## config.mk

```make
export PLATFORM = sky130hd
export DESIGN_NAME = kbd_serial_encoder
export DESIGN_NICKNAME = d
export VERILOG_FILES = /design/src/rtl/kse_pkg.sv /design/src/rtl/kse_scan.sv /design/src/rtl/kse_keymap.sv /design/src/rtl/kse_tx.sv /design/src/rtl/kbd_serial_encoder.sv
export SDC_FILE = /design/constraint.sdc
export NUM_CORES = 1
export LEC_CHECK = 0
export BUFFER_PORTS_ARGS = -buffer_cell sky130_fd_sc_hd__buf_2
export CORE_MARGIN = 10
export CORE_UTILIZATION = 60
export DETAILED_ROUTE_END_ITERATION = 12
export PLACE_DENSITY_LB_ADDON = 0.15
export REMOVE_ABC_BUFFERS = 1
export SYNTH_ARGS = -nofsm -noshare
export SYNTH_HDL_FRONTEND = slang
export SYNTH_SLANG_ARGS = --single-unit
```

## constraint.sdc

```tcl
create_clock -name clk -period 3.2 [get_ports clk]
set_input_delay 0.16 -clock clk [delete_from_list [all_inputs] [get_ports clk]]
set_output_delay 0.16 -clock clk [all_outputs]
set_load 0.1 [all_outputs]
```

## src/rtl/kse_pkg.sv

```systemverilog
package kse_pkg;

    localparam int KSE_BCD_W = 4;

    typedef enum logic [1:0] {
        ST_SCAN,
        ST_SEND,
        ST_FIG,
        ST_RELEASE
    } kse_state_e;

    typedef enum logic [1:0] {
        KEY_DIGIT,
        KEY_POINT,
        KEY_CMD_NOW,
        KEY_CMD_LATER
    } key_kind_e;

    typedef struct packed {
        key_kind_e              kind;
        logic [KSE_BCD_W-1:0]   digit;
    } key_info_t;

    function automatic logic sends_at_once(input key_kind_e kind);
        return (kind == KEY_POINT) || (kind == KEY_CMD_NOW);
    endfunction

endpackage

```

## src/rtl/kse_scan.sv

```systemverilog
module kse_scan #(
    parameter int COLS = 4,
    parameter int ROWS = 8
)(
    input  logic                                   clk,
    input  logic                                   rst,
    input  logic                                   run,
    input  logic                                   restart,
    input  logic                                   all_cols,
    input  logic [ROWS-1:0]                        row_sense,
    output logic [COLS-1:0]                        col_drv,
    output logic [$clog2(COLS)+$clog2(ROWS)-1:0]   pos,
    output logic                                   hit
);
    localparam int COL_W = $clog2(COLS);
    localparam int ROW_W = $clog2(ROWS);
    localparam int POS_W = COL_W + ROW_W;
    localparam logic [POS_W-1:0] POS_ONE = POS_W'(1);

    logic [POS_W-1:0] pos_q;
    logic [COL_W-1:0] col_idx;
    logic [ROW_W-1:0] row_idx;

    assign col_idx = pos_q[POS_W-1:ROW_W];
    assign row_idx = pos_q[ROW_W-1:0];
    assign pos     = pos_q;
    assign hit     = run && row_sense[row_idx];

    for (genvar c = 0; c < COLS; c++) begin : g_col
        assign col_drv[c] = all_cols || (col_idx == COL_W'(c));
    end

    always_ff @(posedge clk) begin
        if (rst || restart) begin
            pos_q <= '0;
        end else if (run && !hit) begin
            pos_q <= pos_q + POS_ONE;
        end
    end

    // position frozen whenever scanning is not enabled
    p_scan_freeze_r8: assert property (@(posedge clk) disable iff (rst)
        (!run && !restart) |=> $stable(pos_q))
        else $error("scan position moved while stopped");

    // a found key stops the walk
    p_hit_stops_r2: assert property (@(posedge clk) disable iff (rst)
        (hit && !restart) |=> (pos_q == $past(pos_q)))
        else $error("scan moved past a pressed key");

endmodule

```

## src/rtl/kse_keymap.sv

```systemverilog
module kse_keymap
    import kse_pkg::*;
#(
    parameter int                    COLS           = 4,
    parameter int                    ROWS           = 8,
    parameter int                    DIGITS         = 10,
    parameter int                    POINT_POS      = 10,
    parameter logic [COLS*ROWS-1:0]  DEFER_MASK     = 32'h000F_0000,
    parameter int                    NUM_CODE_PLAIN = 7'h03,
    parameter int                    NUM_CODE_FRAC  = 7'h07
)(
    input  logic [$clog2(COLS)+$clog2(ROWS)-1:0]   pos,
    input  logic                                   point_seen,
    output key_info_t                              info,
    output logic [$clog2(COLS)+$clog2(ROWS)+1:0]   code
);
    localparam int POS_W  = $clog2(COLS) + $clog2(ROWS);
    localparam int CODE_W = POS_W + 2;

    always_comb begin
        info.digit = KSE_BCD_W'(pos);
        if (pos < POS_W'(DIGITS)) begin
            info.kind = KEY_DIGIT;
        end else if (pos == POS_W'(POINT_POS)) begin
            info.kind = KEY_POINT;
        end else if (DEFER_MASK[pos]) begin
            info.kind = KEY_CMD_LATER;
        end else begin
            info.kind = KEY_CMD_NOW;
        end

        if (info.kind == KEY_DIGIT) begin
            code = point_seen ? CODE_W'(NUM_CODE_FRAC) : CODE_W'(NUM_CODE_PLAIN);
        end else begin
            code = {pos, 2'b01};
        end
    end

    // every emitted code has its start bit set
    always_comb begin
        p_code_start_r3: assert (code[0] == 1'b1)
            else $error("code without start bit");
    end

endmodule

```

## src/rtl/kse_tx.sv

```systemverilog
module kse_tx #(
    parameter int CODE_W = 7
)(
    input  logic              clk,
    input  logic              rst,
    input  logic              load,
    input  logic [CODE_W-1:0] code_a,
    input  logic [CODE_W-1:0] code_b,
    input  logic              two,
    output logic              ser_bit,
    output logic              active
);
    localparam int SH_W  = 2 * CODE_W;
    localparam int CNT_W = $clog2(SH_W + 1);
    localparam logic [CNT_W-1:0] CNT_ONE = CNT_W'(1);

    logic [SH_W-1:0]  sh_q;
    logic [CNT_W-1:0] left_q;

    assign active  = (left_q != '0);
    assign ser_bit = active && sh_q[0];

    always_ff @(posedge clk) begin
        if (rst) begin
            sh_q   <= '0;
            left_q <= '0;
        end else if (load) begin
            sh_q   <= two ? {code_b, code_a} : {{CODE_W{1'b0}}, code_a};
            left_q <= two ? CNT_W'(SH_W) : CNT_W'(CODE_W);
        end else if (active) begin
            sh_q   <= sh_q >> 1;
            left_q <= left_q - CNT_ONE;
        end
    end

    // each frame handed over starts with a set bit
    p_frame_start_r3: assert property (@(posedge clk) disable iff (rst)
        load |-> (code_a[0] && (!two || code_b[0])))
        else $error("frame without start bit");

    // no new frame while one is on the wire
    p_no_overlap_r3: assert property (@(posedge clk) disable iff (rst)
        active |-> !load)
        else $error("frame loaded over a running frame");

endmodule

```

## src/rtl/kbd_serial_encoder.sv

```systemverilog
module kbd_serial_encoder
    import kse_pkg::*;
#(
    parameter int                    COLS           = 4,
    parameter int                    ROWS           = 8,
    parameter int                    DIGITS         = 10,
    parameter int                    POINT_POS      = 10,
    parameter logic [COLS*ROWS-1:0]  DEFER_MASK     = 32'h000F_0000,
    parameter int                    NUM_CODE_PLAIN = 7'h03,
    parameter int                    NUM_CODE_FRAC  = 7'h07
)(
    input  logic             clk,
    input  logic             rst,
    input  logic [ROWS-1:0]  row_sense,
    input  logic             busy,
    input  logic             fig_req_n,
    output logic [COLS-1:0]  col_drv,
    output logic             key_data_n
);
    localparam int POS_W  = $clog2(COLS) + $clog2(ROWS);
    localparam int CODE_W = POS_W + 2;
    localparam int FC_W   = $clog2(KSE_BCD_W);
    localparam logic [FC_W-1:0] FIG_LAST = FC_W'(KSE_BCD_W - 1);
    localparam logic [FC_W-1:0] FC_ONE   = FC_W'(1);

    kse_state_e             state_q, after_q;
    logic                   point_q;
    logic                   pend_v_q;
    logic [CODE_W-1:0]      pend_code_q;
    logic [KSE_BCD_W-1:0]   digit_q;
    logic [FC_W-1:0]        fig_cnt_q;

    logic                   run, restart, all_cols, hit;
    logic [POS_W-1:0]       pos;
    key_info_t              info;
    logic [CODE_W-1:0]      code;
    logic                   tx_load, tx_two, tx_bit, tx_active;
    logic [CODE_W-1:0]      tx_a, tx_b;

    assign run      = (state_q == ST_SCAN) && !busy;
    assign all_cols = (state_q == ST_RELEASE);
    assign restart  = (state_q == ST_RELEASE) && (row_sense == '0);

    kse_scan #(.COLS(COLS), .ROWS(ROWS)) u_scan (
        .clk       (clk),
        .rst       (rst),
        .run       (run),
        .restart   (restart),
        .all_cols  (all_cols),
        .row_sense (row_sense),
        .col_drv   (col_drv),
        .pos       (pos),
        .hit       (hit)
    );

    kse_keymap #(
        .COLS           (COLS),
        .ROWS           (ROWS),
        .DIGITS         (DIGITS),
        .POINT_POS      (POINT_POS),
        .DEFER_MASK     (DEFER_MASK),
        .NUM_CODE_PLAIN (NUM_CODE_PLAIN),
        .NUM_CODE_FRAC  (NUM_CODE_FRAC)
    ) u_keymap (
        .pos        (pos),
        .point_seen (point_q),
        .info       (info),
        .code       (code)
    );

    // frame request formed from the key found this cycle
    always_comb begin
        tx_load = 1'b0;
        tx_two  = 1'b0;
        tx_a    = code;
        tx_b    = code;
        if (state_q == ST_SCAN && hit) begin
            unique case (info.kind)
                KEY_DIGIT: begin
                    tx_load = 1'b1;
                end
                KEY_POINT, KEY_CMD_NOW: begin
                    tx_load = 1'b1;
                    if (pend_v_q) begin
                        tx_a   = pend_code_q;
                        tx_two = 1'b1;
                    end
                end
                KEY_CMD_LATER: begin
                    tx_load = pend_v_q;
                    tx_a    = pend_code_q;
                end
            endcase
        end
    end

    kse_tx #(.CODE_W(CODE_W)) u_tx (
        .clk     (clk),
        .rst     (rst),
        .load    (tx_load),
        .code_a  (tx_a),
        .code_b  (tx_b),
        .two     (tx_two),
        .ser_bit (tx_bit),
        .active  (tx_active)
    );

    always_ff @(posedge clk) begin
        if (rst) begin
            state_q     <= ST_SCAN;
            after_q     <= ST_RELEASE;
            point_q     <= 1'b0;
            pend_v_q    <= 1'b0;
            pend_code_q <= '0;
            digit_q     <= '0;
            fig_cnt_q   <= '0;
        end else begin
            unique case (state_q)
                ST_SCAN: begin
                    if (hit) begin
                        digit_q <= info.digit;
                        after_q <= ST_RELEASE;
                        unique case (info.kind)
                            KEY_DIGIT: begin
                                after_q <= ST_FIG;
                                state_q <= ST_SEND;
                            end
                            KEY_POINT, KEY_CMD_NOW: begin
                                point_q  <= point_q || (info.kind == KEY_POINT);
                                pend_v_q <= 1'b0;
                                state_q  <= ST_SEND;
                            end
                            KEY_CMD_LATER: begin
                                pend_code_q <= code;
                                pend_v_q    <= 1'b1;
                                state_q     <= pend_v_q ? ST_SEND : ST_RELEASE;
                            end
                        endcase
                    end
                end
                ST_SEND: begin
                    if (!tx_active) begin
                        state_q <= after_q;
                    end
                end
                ST_FIG: begin
                    if (!fig_req_n) begin
                        fig_cnt_q <= fig_cnt_q + FC_ONE;
                        if (fig_cnt_q == FIG_LAST) begin
                            fig_cnt_q <= '0;
                            state_q   <= ST_RELEASE;
                        end
                    end
                end
                ST_RELEASE: begin
                    if (row_sense == '0) begin
                        state_q <= ST_SCAN;
                    end
                end
            endcase
        end
    end

    always_comb begin
        if (state_q == ST_SEND) begin
            key_data_n = !tx_bit;
        end else if (state_q == ST_FIG && !fig_req_n) begin
            key_data_n = !digit_q[fig_cnt_q];
        end else begin
            key_data_n = 1'b1;
        end
    end

    // a single column while the walk is running
    p_col_onehot_r2: assert property (@(posedge clk) disable iff (rst)
        (state_q == ST_SCAN) |-> $onehot(col_drv))
        else $error("column drive not one-hot while scanning");

    // line idles high when no frame is running and no strobe is served
    p_line_idle_r3: assert property (@(posedge clk) disable iff (rst)
        (!tx_active && !(state_q == ST_FIG && !fig_req_n)) |-> key_data_n)
        else $error("data line active with nothing to send");

    // decimal-point history only cleared by reset
    p_point_sticky_r4: assert property (@(posedge clk) disable iff (rst)
        point_q |=> point_q)
        else $error("decimal-point history lost");

    // parked until the strobe arrives
    p_fig_park_r6: assert property (@(posedge clk) disable iff (rst)
        (state_q == ST_FIG && fig_req_n) |=> (state_q == ST_FIG && !tx_active))
        else $error("left the figure wait without a strobe");

    // nothing starts while downstream is busy
    p_busy_hold_r8: assert property (@(posedge clk) disable iff (rst)
        (state_q == ST_SCAN && busy) |=> !tx_active)
        else $error("frame started while busy");

    // stay in release while any row is still closed
    p_release_wait_r9: assert property (@(posedge clk) disable iff (rst)
        (state_q == ST_RELEASE && row_sense != '0) |=> (state_q == ST_RELEASE))
        else $error("scan resumed with a key still closed");

endmodule

```

==> metrics.txt <==
DRT iter0 DRCs=140; final setup fails=0; max-cap viol count=0; CP max stage cell=dfxtp_1; hpwl dp=approximately 3.9 mm; CP most frequent cell=nand2_1; #FFs+latches synth=42; period utilization=0.8419; Critical Path, Cell by Cell=mux2_2 > a32oi_1 > inv_1 > ha_1 > nand2b_1 > nand2_1 > a21o_2 > nand2_1 > o221a_2; largest net degree at the start of global routing=34; routed len/inst=16.33 um; gr ovfl total=0; post-synthesis cell area=approximately 2400 um2; Max-slew headroom=0.4791; Vias=just over 2000; Distinct cells, synth=56; Buf/Inv on CP=1; clock transition at the registers of the reported paths=80 ps; top post-synthesis cells by area=dfxtp_1 35%, nand2_1 5.9%, mux2i_1 5.8%; Antenna Diode Count=0; number of global-route vias before repair=1959; critical path's top delay family=compound AO/OA/AOI/OAI gates; Clock Skew=~6.5 ps; Internal Dissipation=roughly 0.0012 W; Leak=1.079 nW; Avg Inst Size Synth=8.491 um2; crit path kind=flip-flop to flip-flop; clock buffer count from CTS=5; Setup crit end kind=flip-flop; antenna violations before repair=0; GPL Wtd Cong=around 0.86; core area=3943 um2; Post-synth EDFFs=0; post-synth top area share=0.3475; Final Slew Violations=0; switch share=0.3578; Peak Freq=0.3712 GHz; layout cell share with drive strength beyond 1=0.1384; post-layout min period=2694 ps; combinational fraction of design power=0.353; vias per inst=6.103; Syn Inst Count=roughly 290; worst hold path class=input pin to flip-flop; root buf cell=clkbuf_8; antenna viol nets, final=0; TritonCTS clock tree=done; post-CTS sizing=0; first-pass GRT wire length=just over 9 mm; WL final=5.537 mm; sequential share of power=0.376; Psw=around 0.00069 W; area of placed instances=2474 um2; H-tree Lvls=2; Most used DFF post-synth=dfxtp_1; post-synth top area cell=dfxtp_1; crit path DAT=2890 ps; 1st-pass router iterations=4; Design Area, Final=2616 um2; fin nets=310; Ys Warns=0; Skew-Pair Late Insertion Delay=between 200 and 300 ps; row cnt=23; slowest stage delay, CP=620 ps; Pwr per Cell Area=between 700 and 800 nW/um2; setup TNS=0 ps; Hold Buf Count CTS=0; I/O pin count=17; area grow syn2layout=8.118%; CP Launch Type=flip-flop; PortBufs=16; peak supply drop=0.2821 mV; Async SR Flop Fraction=0; Die Span X=83.51 um; fill cell count=330; clock share of power=0.271; Sinks on Clock Net=42; run status=completed; Die H=83.51 um; Req. time, crit path=3390 ps; Final Util=0.6636; CTS max path bufs=2; initial core utilization=0.6138; RSZ-0062 raised after global routing=false; Max FO, Critical Path=25; DIE AREA=6973 um2; Post-route DRC=0; Seq/Total Area, Yosys=0.3475; final hold violations=0; post-CTS setup buffers=0; Worst Tran Pin Value=777.9 ps; Total GRT Usage=0.1557
[power by group through the flow]
stage	Clock (W)	Combinational, W	Sequential, W
final	0.000521	0.000676	0.000721
after global routing	0.000542	0.000759	0.000737
after CTS	0.000522	0.000675	0.000720
after detailed placement	0	0.000667	0.000730
after global placement	0	0.000662	0.000729
after floorplan	0	0.000543	0.000705
[area by class of cell]
| type | instances | area, um2 | area share |
|---|---|---|---|
| Tap cell | 50 | 62.56 | 0.02391 |
| Sequential cell | 42 | 840.8 | 0.3214 |
| Timing Repair Buffer | 17 | 87.58 | 0.03348 |
| Clock inverter | 2 | 60.06 | 0.02296 |
| Multi-Input combinational cell | 209 | 1434 | 0.5481 |
| Clock buffer | 6 | 82.58 | 0.03156 |
| Inverter | 13 | 48.80 | 0.01865 |
[sequential cells by signal, summed over array words and instances, names as in the netlist, named ones only]
| signal | cells |
|---|---|
| pend_v_q | 1 |
| pend_code_q | 7 |
| after_q | 1 |
| fig_cnt_q | 2 |
| point_q | 1 |
| u_tx.sh_q | 14 |
| state_q | 2 |
| digit_q | 4 |
| u_tx.left_q | 4 |
| u_scan.pos | 5 |
[cell usage in the layout (no fill, tap or decap), types with 4 or more instances in the layout]
master / instances
a211oi_1: 4
a21o_1: 4
a21oi_1: 20
a22o_1: 5
a311oi_1: 6
and3_1: 6
buf_2: 16
clkbuf_8: 6
dfxtp_1: 42
ha_1: 10
inv_1: 11
mux2i_1: 14
nand2_1: 38
nand2b_1: 4
nand3_1: 4
nor2_1: 26
nor3_1: 5
o21ai_0: 8
or3_1: 4
xnor2_1: 4
[tightest hold or removal path: cells and delay by family]
kind	cells	cell delay [ps]
buffers and inverters	1	80
AND/OR/NAND/NOR	2	250
multiplexers	1	90
[layer usage]
metal	track usage	routed length, um	up-vias
met1	0.1955	2647	972
met5	0	0	-
met2	0.2535	2594	56
li1	-	-	1029
met3	0.03027	176	12
met4	0.06393	119	0
[synthesized netlist by cell type (5+ instances only)]
cell	n
buf_2	5
nor2_1	26
ha_1	10
a311oi_1	6
clkbuf_1	13
inv_1	11
nand2_1	38
nor3_1	5
and3_1	6
a22o_1	5
o21ai_0	8
dfxtp_1	42
a21oi_1	20
mux2i_1	14
[cells by family (layout without fill, tap and decap cells)]
| logic type | count (synthesis) | in the layout | share of synthesized area |
|---|---|---|---|
| fa+ha+maj | 10 | 10 | 0.05171 |
| mux | 18 | 18 | 0.08118 |
| simple gates | 99 | 99 | 0.1903 |
| compound gates | 77 | 77 | 0.2513 |
| buf+inv | 34 | 38 | 0.05998 |
| flops | 42 | 42 | 0.3475 |
| xor+xnor | 5 | 5 | 0.01810 |
[final timing paths]
path	slack, ps	startpoint	cells after the start	to
hold reg to reg	470	pend_code_q[0]	2	pend_code_q[0]
hold / removal	310	fig_req_n	4	fig_cnt_q[1]
setup reg to reg	510	u_scan.pos[1]	9	u_tx.sh_q[11]
setup / recovery	510	u_scan.pos[1]	9	u_tx.sh_q[11]
[per-stage QoR]
| step | setup slack [ps] | instances | hold slack, ps | power (W) |
|---|---|---|---|---|
| 4_1_cts | 537.5 | 339 | 316.3 | 0.001917 |
| 3_5_place_dp | 583.0 | 331 | 455.2 | 0.001398 |
| 2_1_floorplan | 654.9 | 264 | 226.2 | 0.001249 |
| 3_3_place_gp | 626.5 | 331 | 446.7 | 0.001390 |
| 5_1_grt | 285.7 | 339 | 367.3 | 0.002038 |
| 6_report | 505.8 | 339 | 314.1 | 0.001918 |
No activity file was read; power rests on OpenSTA's default activity.
